### config.mk
export PLATFORM = sky130hd
export DESIGN_NAME = wake_sequencer
export DESIGN_NICKNAME = d
export VERILOG_FILES = /design/src/rtl/wake_seq_pkg.sv /design/src/rtl/wake_stage_cnt.sv /design/src/rtl/wake_seq_fsm.sv /design/src/rtl/wake_sequencer.sv
export SDC_FILE = /design/constraint.sdc
export NUM_CORES = 1
export LEC_CHECK = 0
export BUFFER_PORTS_ARGS = -buffer_cell sky130_fd_sc_hd__buf_2
export CAP_MARGIN = 20
export CORE_MARGIN = 2
export CORE_UTILIZATION = 45
export DETAILED_ROUTE_END_ITERATION = 10
export PLACE_DENSITY = 0.67
export SLEW_MARGIN = 10
export SYNTH_ARGS = -nofsm -noshare
export SYNTH_HDL_FRONTEND = slang
export SYNTH_SLANG_ARGS = --single-unit
### constraint.sdc
create_clock -name clk -period 3.08 [get_ports clk]
set_clock_uncertainty 0.05 [all_clocks]
set_input_delay 0.154 -clock clk [delete_from_list [all_inputs] [get_ports clk]]
set_output_delay 0.154 -clock clk [all_outputs]
set_load 0.005 [all_outputs]
### src/rtl/wake_seq_pkg.sv
package wake_seq_pkg;
  typedef enum logic [1:0] {
    WS_IDLE  = 2'd0,
    WS_SLEEP = 2'd1,
    WS_DWELL = 2'd2,
    WS_AWAKE = 2'd3
  } ws_state_e;

  localparam int EVT_N      = 4;
  localparam int EVT_PREAMB = 0;
  localparam int EVT_SYNC   = 1;
  localparam int EVT_CRC    = 2;
  localparam int EVT_ADDR   = 3;
endpackage

### src/rtl/wake_stage_cnt.sv
module wake_stage_cnt #(
  parameter int W = 16
) (
  input  logic         clk,
  input  logic         rst_n,
  input  logic         clr,
  input  logic         inc,
  input  logic [W-1:0] limit,
  output logic         done
);
  logic [W-1:0] cnt;

  assign done = inc && (cnt == limit);

  always_ff @(posedge clk or negedge rst_n) begin
    if (!rst_n)     cnt <= '0;
    else if (clr)   cnt <= '0;
    else if (inc)   cnt <= done ? '0 : cnt + 1'b1;
  end
endmodule

### src/rtl/wake_seq_fsm.sv
module wake_seq_fsm
  import wake_seq_pkg::*;
#(
  parameter int EV_W = EVT_N
) (
  input  logic            clk,
  input  logic            rst_n,
  input  logic            enable,
  input  logic            host_wake,
  input  logic            host_sleep,
  input  logic            period_done,
  input  logic            dwell_done,
  input  logic [EV_W-1:0] match_vec,
  input  logic            irq_ack,
  output ws_state_e       state,
  output logic            irq,
  output logic [EV_W-1:0] irq_cause
);
  ws_state_e nxt;
  logic      hit;
  logic      irq_set;

  assign hit     = |match_vec;
  assign irq_set = (state == WS_DWELL) && hit;

  always_comb begin
    nxt = state;
    if (host_wake) begin
      nxt = WS_AWAKE;
    end else begin
      case (state)
        WS_IDLE:  if (enable) nxt = WS_SLEEP;
        WS_SLEEP: begin
          if (!enable)          nxt = WS_IDLE;
          else if (period_done) nxt = WS_DWELL;
        end
        WS_DWELL: begin
          if (hit)              nxt = WS_AWAKE;
          else if (!enable)     nxt = WS_IDLE;
          else if (dwell_done)  nxt = WS_SLEEP;
        end
        WS_AWAKE: if (host_sleep) nxt = enable ? WS_SLEEP : WS_IDLE;
        default:  nxt = WS_IDLE;
      endcase
    end
  end

  always_ff @(posedge clk or negedge rst_n) begin
    if (!rst_n) begin
      state     <= WS_IDLE;
      irq       <= 1'b0;
      irq_cause <= '0;
    end else begin
      state <= nxt;
      if (irq_set) begin
        irq       <= 1'b1;
        irq_cause <= irq_ack ? match_vec : (irq_cause | match_vec);
      end else if (irq_ack) begin
        irq       <= 1'b0;
        irq_cause <= '0;
      end
    end
  end
endmodule

### src/rtl/wake_sequencer.sv
module wake_sequencer
  import wake_seq_pkg::*;
#(
  parameter int EXP_W    = 3,
  parameter int RELOAD_W = 16,
  parameter int COUNT_W  = 16,
  parameter int DWELL_W  = 8
) (
  input  logic                clk,
  input  logic                rst_n,
  input  logic                enable,
  input  logic                clk_sel,
  input  logic                rc_tick,
  input  logic                xo_tick,
  input  logic [EXP_W-1:0]    prescale_exp,
  input  logic [RELOAD_W-1:0] period_reload,
  input  logic [COUNT_W-1:0]  wake_count,
  input  logic [DWELL_W-1:0]  dwell_len,
  input  logic [EVT_N-1:0]    evt_mask,
  input  logic [EVT_N-1:0]    rx_evt,
  input  logic                host_wake,
  input  logic                host_sleep,
  input  logic                irq_ack,
  output logic                radio_on,
  output logic                dwell_active,
  output logic                host_awake,
  output logic                irq,
  output logic [EVT_N-1:0]    irq_cause
);
  localparam int PRE_W = (1 << EXP_W) - 1;

  ws_state_e            state;
  logic                 tick;
  logic                 in_sleep;
  logic                 in_dwell;
  logic [PRE_W-1:0]     pre_lim;
  logic                 pre_done;
  logic                 hw_done;
  logic                 period_done;
  logic                 dwell_done;
  logic [EVT_N-1:0]     match_vec;

  assign tick      = clk_sel ? xo_tick : rc_tick;
  assign in_sleep  = (state == WS_SLEEP);
  assign in_dwell  = (state == WS_DWELL);
  assign match_vec = rx_evt & evt_mask;

  // Prescaler limit is 2^exp - 1: the low exp bits set.
  always_comb begin
    for (int i = 0; i < PRE_W; i++) pre_lim[i] = (i < int'(prescale_exp));
  end

  wake_stage_cnt #(.W(PRE_W)) u_pre (
    .clk(clk), .rst_n(rst_n), .clr(!in_sleep), .inc(tick && in_sleep),
    .limit(pre_lim), .done(pre_done)
  );

  wake_stage_cnt #(.W(RELOAD_W)) u_hw (
    .clk(clk), .rst_n(rst_n), .clr(!in_sleep), .inc(pre_done),
    .limit(period_reload), .done(hw_done)
  );

  wake_stage_cnt #(.W(COUNT_W)) u_fw (
    .clk(clk), .rst_n(rst_n), .clr(!in_sleep), .inc(hw_done),
    .limit(wake_count), .done(period_done)
  );

  wake_stage_cnt #(.W(DWELL_W)) u_dwell (
    .clk(clk), .rst_n(rst_n), .clr(!in_dwell), .inc(tick && in_dwell),
    .limit(dwell_len), .done(dwell_done)
  );

  wake_seq_fsm #(.EV_W(EVT_N)) u_fsm (
    .clk(clk), .rst_n(rst_n), .enable(enable), .host_wake(host_wake),
    .host_sleep(host_sleep), .period_done(period_done),
    .dwell_done(dwell_done), .match_vec(match_vec), .irq_ack(irq_ack),
    .state(state), .irq(irq), .irq_cause(irq_cause)
  );

  assign dwell_active = in_dwell;
  assign host_awake   = (state == WS_AWAKE);
  assign radio_on     = in_dwell || (state == WS_AWAKE);
endmodule

==> flow_summary.ini <==
[pwr]
vdd_ir_drop_max_uv = 274
leakage_nw = 1.80
powerDensity_nw_per_um2 = 441

[critical_path]
critPathKind = reg2reg
timing.critical_path.required_ns = 3.27
critPathMaxFanout = 18
arrival_ns = 2.80
rr_worst_depth = 6
worst_setup_path_start_kind = flip-flop
critPathCaptureType = flip-flop
startpoint = u_hw.cnt[6]
rrSetupSlack_ns = 0.48
r2r_end = u_fw.cnt[7]
timing.rr.start = u_hw.cnt[6]
endpoint = u_fw.cnt[7]

[route]
avgRoutedWirePerCell_um = 14.7
antenna_left = 0
firstDrtPassIters = 5
drt_iter0_markers = 182
post-route-drc-count = 0
wl_um = 8630
via_per_inst = 5.72
vias = 3362

[die]
coreArea_um2 = 7730
fp.dieW_um = 93.3
start_util = 0.464
pin_count = 68
rows = 32
fp.dieH_um = 93.3
die_area_um2 = 8700

[cts]
postCtsSetupBuffers = 0
cts_root_buf = clkbuf_8
cts_hold_buffers = 1
clk_pin_slew_worst_paths_ns = 0.11
clock_path_buffers = 2
insertion_delay_ns = 0.32
cts_sinks = 54
cts_buffers = 5
cts_tree = built
cts-resized-gates = 0
htree_num_levels = 2

[placed_design]
place_congestion = 0.814
dpl.cell_count = 579
dpl.hpwl_um = 6400
io_buffers = 67

[finish]
num_antenna_cells = 0
fin_nets = 549
multiInputGateArea_um2 = 2110
area_delta_synth_final_pct = 16.3
fin_cells = 588
drive_gt1_frac = 0.195
final_core_util = 0.540
fillers = 734
final-seq-area_um2 = 1350

[global_routing]
grt_pass1_wl_um = 14200
grt.overflow.total = 0
grt_pass1_vias = 3095
grt_usage = 0.200
antenna_found_initial = 0
grt_start_max_net_pins = 40

[timing]
fin_crit_ns = 2.60
setup_viol = 0
hold_viol = 0
finalCritPeriodShare = 0.845
rsz0062_at_grt = no
maxSlewViolCount = 0
setup_tns_ns = 0
fmax_mhz = 384
slew_headroom = 0.381
tightest_slew_ns = 0.929

[logic_synthesis]
ys_seq_area_frac = 0.377
netlist_top_cells_count = dfrtp_1, xor2_1, nand2_1, nor2_1, a21oi_1
synth.most_common_cell = dfrtp_1
yosys_register_bits = 54
netlist_instances = 414
synth.distinct_cells = 56
netlist_area_um2 = 3590
synth_edf_count = 0
yosysTopAreaCell = dfrtp_1
syn_nets = 478
avgSynthCellArea_um2 = 8.66
synth_area_leaders = dfrtp_1, xor2_1, a21oi_1, nand2_1, nor2_1
ys.flop_type = dfrtp_1
async_flop_share = 1.00
ys_warn_count = 0
synth_top_area_frac = 0.377

[worst_hold_path]
hp-class = in2reg
hold_start = irq_ack

[status]
status = completed

[run]
max_cap_viol_count = 0
==> area by class of cell <==
type                            instances  share of cell area
Multi-Input combinational cell        330               0.505
Sequential cell                        54               0.324
Timing Repair Buffer                   76              0.0972
Tap cell                              102              0.0306
Clock buffer                            5              0.0165
Inverter                               18              0.0162
Clock inverter                          3              0.0105
==> sequential cells by signal, summed over array words and instances (netlist names) <==
name	count
u_dwell.cnt	8
u_fw.cnt	16
u_hw.cnt	16
u_fsm.state	2
u_pre.cnt	7
u_fsm.irq	1
u_fsm.irq_cause	4
==> metal layers <==
| layer | global-route usage | part of all wire |
|---|---|---|
| met5 | 0 | 0 |
| met4 | 0.0551 | 0.011 |
| met3 | 0.0290 | 0.066 |
| met2 | 0.331 | 0.47 |
| met1 | 0.275 | 0.46 |
==> kinds of logic (layout without fill, tap and decap cells) <==
logic type      count (synthesis)  count (layout)  synth area share
compound gates                 94              94             0.173
xor+xnor                       52              52             0.127
fa+ha+maj                       4               4            0.0140
buf+inv                        30             102            0.0359
flops                          54              54             0.377
mux                             3               3           0.00872
simple gates                  177             177             0.265
==> placed cells by master, fill, tap and decap left out, types with 9 or more instances in the layout <==
cell type,n
xor2_1,42
o21ai_0,21
nand2_1,39
inv_1,18
xnor2_1,10
a21oi_1,33
nor4_1,12
nand3_1,19
or3_1,9
nand4_1,17
buf_2,67
and3_1,9
nor2_1,34
dfrtp_1,54
==> through the flow <==
stage	setup WS [ns]	instance area (um2)	total power [mW]	hold slack, ns
2_1_floorplan	0.658	3590	1.15	-0.192
3_3_place_gp	0.579	4050	1.35	0.289
3_5_place_dp	0.561	4050	1.35	0.301
4_1_cts	0.531	4170	1.86	0.0198
5_1_grt	0.365	4170	1.95	0.0252
6_report	0.477	4170	1.84	0.0298
==> how the worst min path moves through the flow <==
| stage | cells after the start | slack [ns] | end |
|---|---|---|---|
| 2_1_floorplan | 0 | -0.19 | u_dwell.cnt[0] |
| 5_1_grt | 2 | 0.03 | u_fsm.irq_cause[2] |
| 3_5_place_dp | 1 | 0.30 | u_dwell.cnt[5] |
| 4_1_cts | 2 | 0.02 | u_fsm.irq_cause[2] |
| 3_3_place_gp | 1 | 0.29 | u_dwell.cnt[6] |
| 6_report | 2 | 0.03 | u_fsm.irq_cause[2] |
==> worst max-delay path: stages (launching register included) <==
cell and delay (ns):
dfrtp_1 0.46, xor2_1 0.16, nor4_1 0.49, and4_1 0.35
nand3_2 0.29, or4_1 0.58, a21oi_1 0.15
==> power breakdown <==
group | total [mW] | switching, mW | internal (mW)
combinational | 0.551 | 0.344 | 0.207
sequential | 0.792 | 0.0481 | 0.744
clock | 0.495 | 0.251 | 0.244
total | 1.84 | 0.643 | 1.20
Power figures use the tool's default switching activity.
